--- config.mk ---
export PLATFORM = sky130hd
export DESIGN_NAME = dmd_loop_divider
export DESIGN_NICKNAME = d
export VERILOG_FILES = /design/src/rtl/dmd_pkg.sv /design/src/rtl/dmd_plan.sv /design/src/rtl/dmd_prescaler.sv /design/src/rtl/dmd_counter.sv /design/src/rtl/dmd_loop_divider.sv
export SDC_FILE = /design/constraint.sdc
export NUM_CORES = 1
export LEC_CHECK = 0
export ABC_AREA = 0
export CORE_ASPECT_RATIO = 1.2
export CORE_UTILIZATION = 50
export DETAILED_ROUTE_END_ITERATION = 8
export DONT_BUFFER_PORTS = 1
export PLACE_DENSITY_LB_ADDON = 0.12
export RECOVER_POWER = 25
export SLEW_MARGIN = 10
export SYNTH_ARGS = -nofsm -noshare
export SYNTH_HDL_FRONTEND = slang
export SYNTH_SLANG_ARGS = --single-unit
--- constraint.sdc ---
create_clock -name clk_i -period 3.1 [get_ports clk_i]
set_input_delay 0.93 -clock clk_i [delete_from_list [all_inputs] [get_ports clk_i]]
set_output_delay 0.93 -clock clk_i [all_outputs]
set_load 0.01 [all_outputs]
--- src/rtl/dmd_pkg.sv ---
package dmd_pkg;
  typedef enum logic {
    BAND_AM = 1'b0,
    BAND_FM = 1'b1
  } band_e;
endpackage

--- src/rtl/dmd_plan.sv ---
// Maps a code and band to the main-counter terminal and swallow load.
module dmd_plan #(
  parameter int CODE_W = 13,
  parameter int SWAL_W = 6
) (
  input  logic [CODE_W-1:0] code_i,
  input  logic              fm_i,
  output logic [CODE_W-1:0] term_o,
  output logic [SWAL_W-1:0] swal_o
);
  localparam int TOT_W  = CODE_W + 1;
  localparam int MAIN_W = TOT_W - SWAL_W;

  logic [TOT_W-1:0]  tot;
  logic [SWAL_W-1:0] a_raw, a_eff;
  logic [MAIN_W-1:0] p_raw, p_eff;

  always_comb begin
    tot   = {1'b0, code_i} + TOT_W'(1);
    a_raw = tot[SWAL_W-1:0];
    p_raw = tot[TOT_W-1:SWAL_W];
    p_eff = (p_raw == '0) ? MAIN_W'(1) : p_raw;
    // swallow count cannot exceed the main count
    if (MAIN_W'(a_raw) > p_eff) a_eff = SWAL_W'(p_eff);
    else                        a_eff = a_raw;
    if (fm_i) begin
      term_o = CODE_W'(p_eff - MAIN_W'(1));
      swal_o = a_eff;
    end else begin
      term_o = code_i;
      swal_o = '0;
    end
  end
endmodule

--- src/rtl/dmd_prescaler.sv ---
// 64/65 or fixed-ratio prescaler on the input enable stream.
module dmd_prescaler
  import dmd_pkg::*;
#(
  parameter int SWAL_W = 6,
  parameter int AM_DIV = 8,
  localparam int FM_BASE = 2 ** SWAL_W,
  localparam int CNT_W   = $clog2(FM_BASE + 1)
) (
  input  logic             clk_i,
  input  logic             rst_ni,
  input  logic             lo_i,
  input  band_e            band_i,
  input  logic             extra_i,
  output logic             tc_o,
  output logic [CNT_W-1:0] cnt_o
);
  logic [CNT_W-1:0] cnt_q, lim;

  always_comb begin
    if (band_i == BAND_FM) lim = extra_i ? CNT_W'(FM_BASE) : CNT_W'(FM_BASE - 1);
    else                   lim = CNT_W'(AM_DIV - 1);
  end

  assign tc_o  = lo_i && (cnt_q == lim);
  assign cnt_o = cnt_q;

  always_ff @(posedge clk_i or negedge rst_ni) begin
    if (!rst_ni)   cnt_q <= '0;
    else if (lo_i) cnt_q <= tc_o ? '0 : cnt_q + CNT_W'(1);
  end
endmodule

--- src/rtl/dmd_counter.sv ---
// Main and swallow counters, advanced by prescaler terminal counts.
module dmd_counter #(
  parameter int CODE_W = 13,
  parameter int SWAL_W = 6
) (
  input  logic              clk_i,
  input  logic              rst_ni,
  input  logic              pre_tc_i,
  input  logic [CODE_W-1:0] term_i,
  input  logic [SWAL_W-1:0] swal_load_i,
  output logic              main_tc_o,
  output logic              extra_o
);
  logic [CODE_W-1:0] main_q;
  logic [SWAL_W-1:0] swal_q;

  assign main_tc_o = pre_tc_i && (main_q == term_i);
  assign extra_o   = (swal_q != '0);

  always_ff @(posedge clk_i or negedge rst_ni) begin
    if (!rst_ni) begin
      main_q <= '0;
      swal_q <= '0;
    end else if (main_tc_o) begin
      main_q <= '0;
      swal_q <= swal_load_i;
    end else if (pre_tc_i) begin
      main_q <= main_q + CODE_W'(1);
      if (extra_o) swal_q <= swal_q - SWAL_W'(1);
    end
  end
endmodule

--- src/rtl/dmd_loop_divider.sv ---
module dmd_loop_divider
  import dmd_pkg::*;
#(
  parameter int CODE_W = 13,
  parameter int SWAL_W = 6,
  parameter int AM_DIV = 8
) (
  input  logic              clk_i,
  input  logic              rst_ni,
  input  logic              lo_pulse_i,
  input  logic              fm_sel_i,
  input  logic [CODE_W-1:0] code_i,
  output logic              div_pulse_o
);
  localparam int PRE_W = $clog2(2 ** SWAL_W + 1);

  band_e             band_q;
  logic [CODE_W-1:0] term_q, term_nxt;
  logic [SWAL_W-1:0] swal_nxt;
  logic [PRE_W-1:0]  pre_cnt;
  logic              pre_tc, main_tc, extra;

  dmd_plan #(.CODE_W(CODE_W), .SWAL_W(SWAL_W)) u_plan (
    .code_i (code_i),
    .fm_i   (fm_sel_i),
    .term_o (term_nxt),
    .swal_o (swal_nxt)
  );

  dmd_prescaler #(.SWAL_W(SWAL_W), .AM_DIV(AM_DIV)) u_pre (
    .clk_i   (clk_i),
    .rst_ni  (rst_ni),
    .lo_i    (lo_pulse_i),
    .band_i  (band_q),
    .extra_i (extra),
    .tc_o    (pre_tc),
    .cnt_o   (pre_cnt)
  );

  dmd_counter #(.CODE_W(CODE_W), .SWAL_W(SWAL_W)) u_cnt (
    .clk_i       (clk_i),
    .rst_ni      (rst_ni),
    .pre_tc_i    (pre_tc),
    .term_i      (term_q),
    .swal_load_i (swal_nxt),
    .main_tc_o   (main_tc),
    .extra_o     (extra)
  );

  // setting is taken only when a division completes
  always_ff @(posedge clk_i or negedge rst_ni) begin
    if (!rst_ni) begin
      band_q      <= BAND_AM;
      term_q      <= '0;
      div_pulse_o <= 1'b0;
    end else begin
      div_pulse_o <= main_tc;
      if (main_tc) begin
        band_q <= fm_sel_i ? BAND_FM : BAND_AM;
        term_q <= term_nxt;
      end
    end
  end
endmodule

==> impl_metrics.env <==
export IMPL_syn_nets=384
export IMPL_synth_edff_count=0
export IMPL_gp_congestion=0.900
export IMPL_clock_sinks=41
export IMPL_swShare_pct=33.0
export IMPL_crit_slowest_cell="ha_1"
export IMPL_hpwl_mm=5.42
export IMPL_cts_tree="yes"
export IMPL_pwr_share_comb_pct=26.3
export IMPL_cpPeakStageDelay_ns=0.28
export IMPL_powerDensity_nw_per_um2=391
export IMPL_ys_ff_latch=41
export IMPL_hold_viol=0
export IMPL_p_seq_share_pct=48.5
export IMPL_io_pins=18
export IMPL_num_rows=31
export IMPL_core_um2=6090
export IMPL_rsz0062_at_grt="no"
export IMPL_syn_area_um2=3170
export IMPL_start_kind="input pin"
export IMPL_p_int_mw=0.916
export IMPL_dieArea_um2=6660
export IMPL_grt_pass1_vias=2542
export IMPL_drive_gt1_share_pct=18.7
export IMPL_synth_avg_cell_area_um2=8.92
export IMPL_routed_wl_mm=6.94
export IMPL_layout_cells_non_filler=451
export IMPL_yosysWarnings=0
export IMPL_vias_per_cell=5.75
export IMPL_cap_violations=0
export IMPL_pre_cts_slack_ns=-0.149
export IMPL_crit_type="in2reg"
export IMPL_dr_wl_met3_um=215
export IMPL_route_met2_wl_mm=3.50
export IMPL_grt_pass1_wl_mm=11.9
export IMPL_r2r_slack_ns=0.68
export IMPL_worstPathArrival_ns=3.13
export IMPL_top_layer="met4"
export IMPL_antenna_cells=0
export IMPL_p_switching_mw=0.451
export IMPL_cts_hold_fix_buffers=0
export IMPL_grt_max_degree=42
export IMPL_synth_distinct_cells=63
export IMPL_numPortBuffers=0
export IMPL_final_max_slew_viol_count=0
export IMPL_finalSetupTns_ns=0
export IMPL_cp_end_kind="flip-flop"
export IMPL_setup_violations=0
export IMPL_outcome="finished clean"
export IMPL_synth_top_area_share_pct=32.4
export IMPL_ys_dominant_reg_cell="dfrtp_1"
export IMPL_worstMarginPinSlew_ns=0.873
export IMPL_grt_total_usage_pct=23.3
export IMPL_clock_latency_ns=0.28
export IMPL_hp_class="in2async"
export IMPL_initial_utilization_pct=52.0
export IMPL_dieHeight_um=89.2
export IMPL_period_minus_slack_ns=2.95
export IMPL_cp_max_fo=8
export IMPL_synthTopCellsByArea="dfrtp_1, xor2_1, xnor2_1"
export IMPL_wl_per_cell_um=15.4
export IMPL_path_clk_slew_ns=0.07
export IMPL_crit_path_cell_trace="ha_4 > nand3_4 > nor3_2 > mux2i_1 > a31oi_1 > inv_1 > ha_1 > nand4_1 > o22ai_1 > a31oi_2 > and2_1 > buf_4 > o211a_1 > o22a_1"
export IMPL_num_vias=2593
export IMPL_antenna_found_initial=0
export IMPL_h_tree_depth=2
export IMPL_required_ns=3.28
export IMPL_drc_errors=0
export IMPL_nNetsFinal=398
export IMPL_layout_setup_ws_ns=0.149
export IMPL_drtIter0Drc=121
export IMPL_synth_area_leader_cell="dfrtp_1"
export IMPL_leakagePower_nw=1.56
export IMPL_synth_cells=355
export IMPL_max_slew_margin_rel_pct=41.8
export IMPL_async_flop_share_pct=100
export IMPL_fmax_mhz=339
export IMPL_grt_overflow_total=0
export IMPL_cts_setup_buffers=0
export IMPL_seq_area_frac_synth_pct=32.4
export IMPL_p_total_mw=1.37
export IMPL_clockBufferDepth=2
export IMPL_met1_length_mm=3.13
export IMPL_fin_crit_sh_pct=95.2
export IMPL_fp_dieW_um=74.7
export IMPL_numCtsBuffers=5
export IMPL_peakVddDrop_uv=203
export IMPL_cts_resized=0
export IMPL_yosysMostFrequentCell="nor2_1"
export IMPL_pwr_share_clk_pct=25.3
export IMPL_synthTopCellsByCount="nor2_1, dfrtp_1, nand2_1, xor2_1, xnor2_1"
export IMPL_drtAntennaViolNets=0
export IMPL_skew_ns=0.00479
export IMPL_n_fill_cell=573
export IMPL_cts_root_buffer="clkbuf_8"
export IMPL_dp_cells=444
export IMPL_area_growth_pct=10.4
export IMPL_dr_pass1_iters=4
-- final timing paths --
kind,from,endpoint,cells past startpoint
max in group asynchronous,rst_ni,term_q[4],0
worst min register to register,u_pre.cnt_o[5],u_pre.cnt_o[5],1
worst max register to register,u_cnt.swal_q[3],term_q[4],6
min in group clk_i,u_pre.cnt_o[5],u_pre.cnt_o[5],1
worst min-delay path,rst_ni,u_cnt.swal_q[2],0
worst max-delay path,code_i[0],u_cnt.swal_q[4],14
-- cell families after synthesis --
kind of cell / Yosys count / share of synthesized area (%)
mux: 10 / 3.79
fa+ha+maj: 12 / 4.74
buf+inv: 31 / 6.48
compound gates: 66 / 15.1
xor+xnor: 41 / 11.3
simple gates: 154 / 26.2
flops: 41 / 32.4
-- state kept, by name, indices dropped and copies added, names as in the netlist --
name and flops:
band_q 1, term_q 13, u_cnt.main_q 13, u_pre.cnt_o 7, div_pulse_o 1, u_cnt.swal_q 6
-- area by class of cell --
cell class              instances  area [um^2]  share of cell area, %
repair buffers                 25          188                   5.37
flip-flops and latches         41         1030                   29.4
clock buffers                   7         86.3                   2.47
inverters                      13         48.8                   1.40
multi-input cells             283         2040                   58.5
well taps                      82          103                   2.94
-- power by group through the flow --
stage                     Combinational, mW  Clock (mW)  Sequential (mW)
after floorplan                       0.312           0            0.654
final                                 0.359       0.345            0.663
after CTS                             0.363       0.356            0.663
after detailed placement              0.364           0            0.672
after global routing                  0.403       0.380            0.675
after global placement                0.358           0            0.671
-- through the flow --
stage	utilization [%]	instance area (um^2)	hold WS (ns)
2_1_floorplan	-	3280	0.464
3_3_place_gp	56.0	3410	0.482
3_5_place_dp	56.0	3410	0.505
4_1_cts	57.4	3490	0.324
5_1_grt	57.4	3490	0.313
6_report	57.4	3490	0.333
-- layer usage --
layer | GRT usage (%) | vias up
li1 | - | 1315
met1 | 29.6 | 1217
met2 | 40.0 | 55
met3 | 3.38 | 6
met4 | 8.58 | 0
met5 | 0 | -
-- critical path: cells and delay by family --
kind,cells,cell delay [ns]
fa+ha+maj,2,0.45
mux,1,0.13
compound gates,5,0.85
buf+inv,2,0.23
simple gates,4,0.54
-- cells in the final DEF (no fill, tap or decap), types with 2 or more instances in the layout --
master / instances
or4_4: 3
ha_4: 3
buf_4: 25
a31oi_1: 12
a31o_2: 2
xnor2_1: 20
nor2_1: 43
nand3_2: 2
inv_1: 12
mux2i_1: 3
nand3_1: 14
clkbuf_8: 6
and4_1: 3
nand4_1: 15
and2_1: 4
nand2_1: 27
o21ai_0: 9
nor3_2: 2
dfrtp_1: 41
nor3_1: 10
nor4_1: 8
o22ai_1: 4
ha_1: 9
nor2b_1: 5
a21oi_1: 10
nand3_4: 2
o22a_1: 2
o31ai_1: 3
mux2_2: 5
and3_1: 4
o211ai_1: 5
xor2_1: 21
a211oi_2: 2
a311oi_1: 2
o211a_1: 3
No activity file was read; power rests on OpenSTA's default activity.
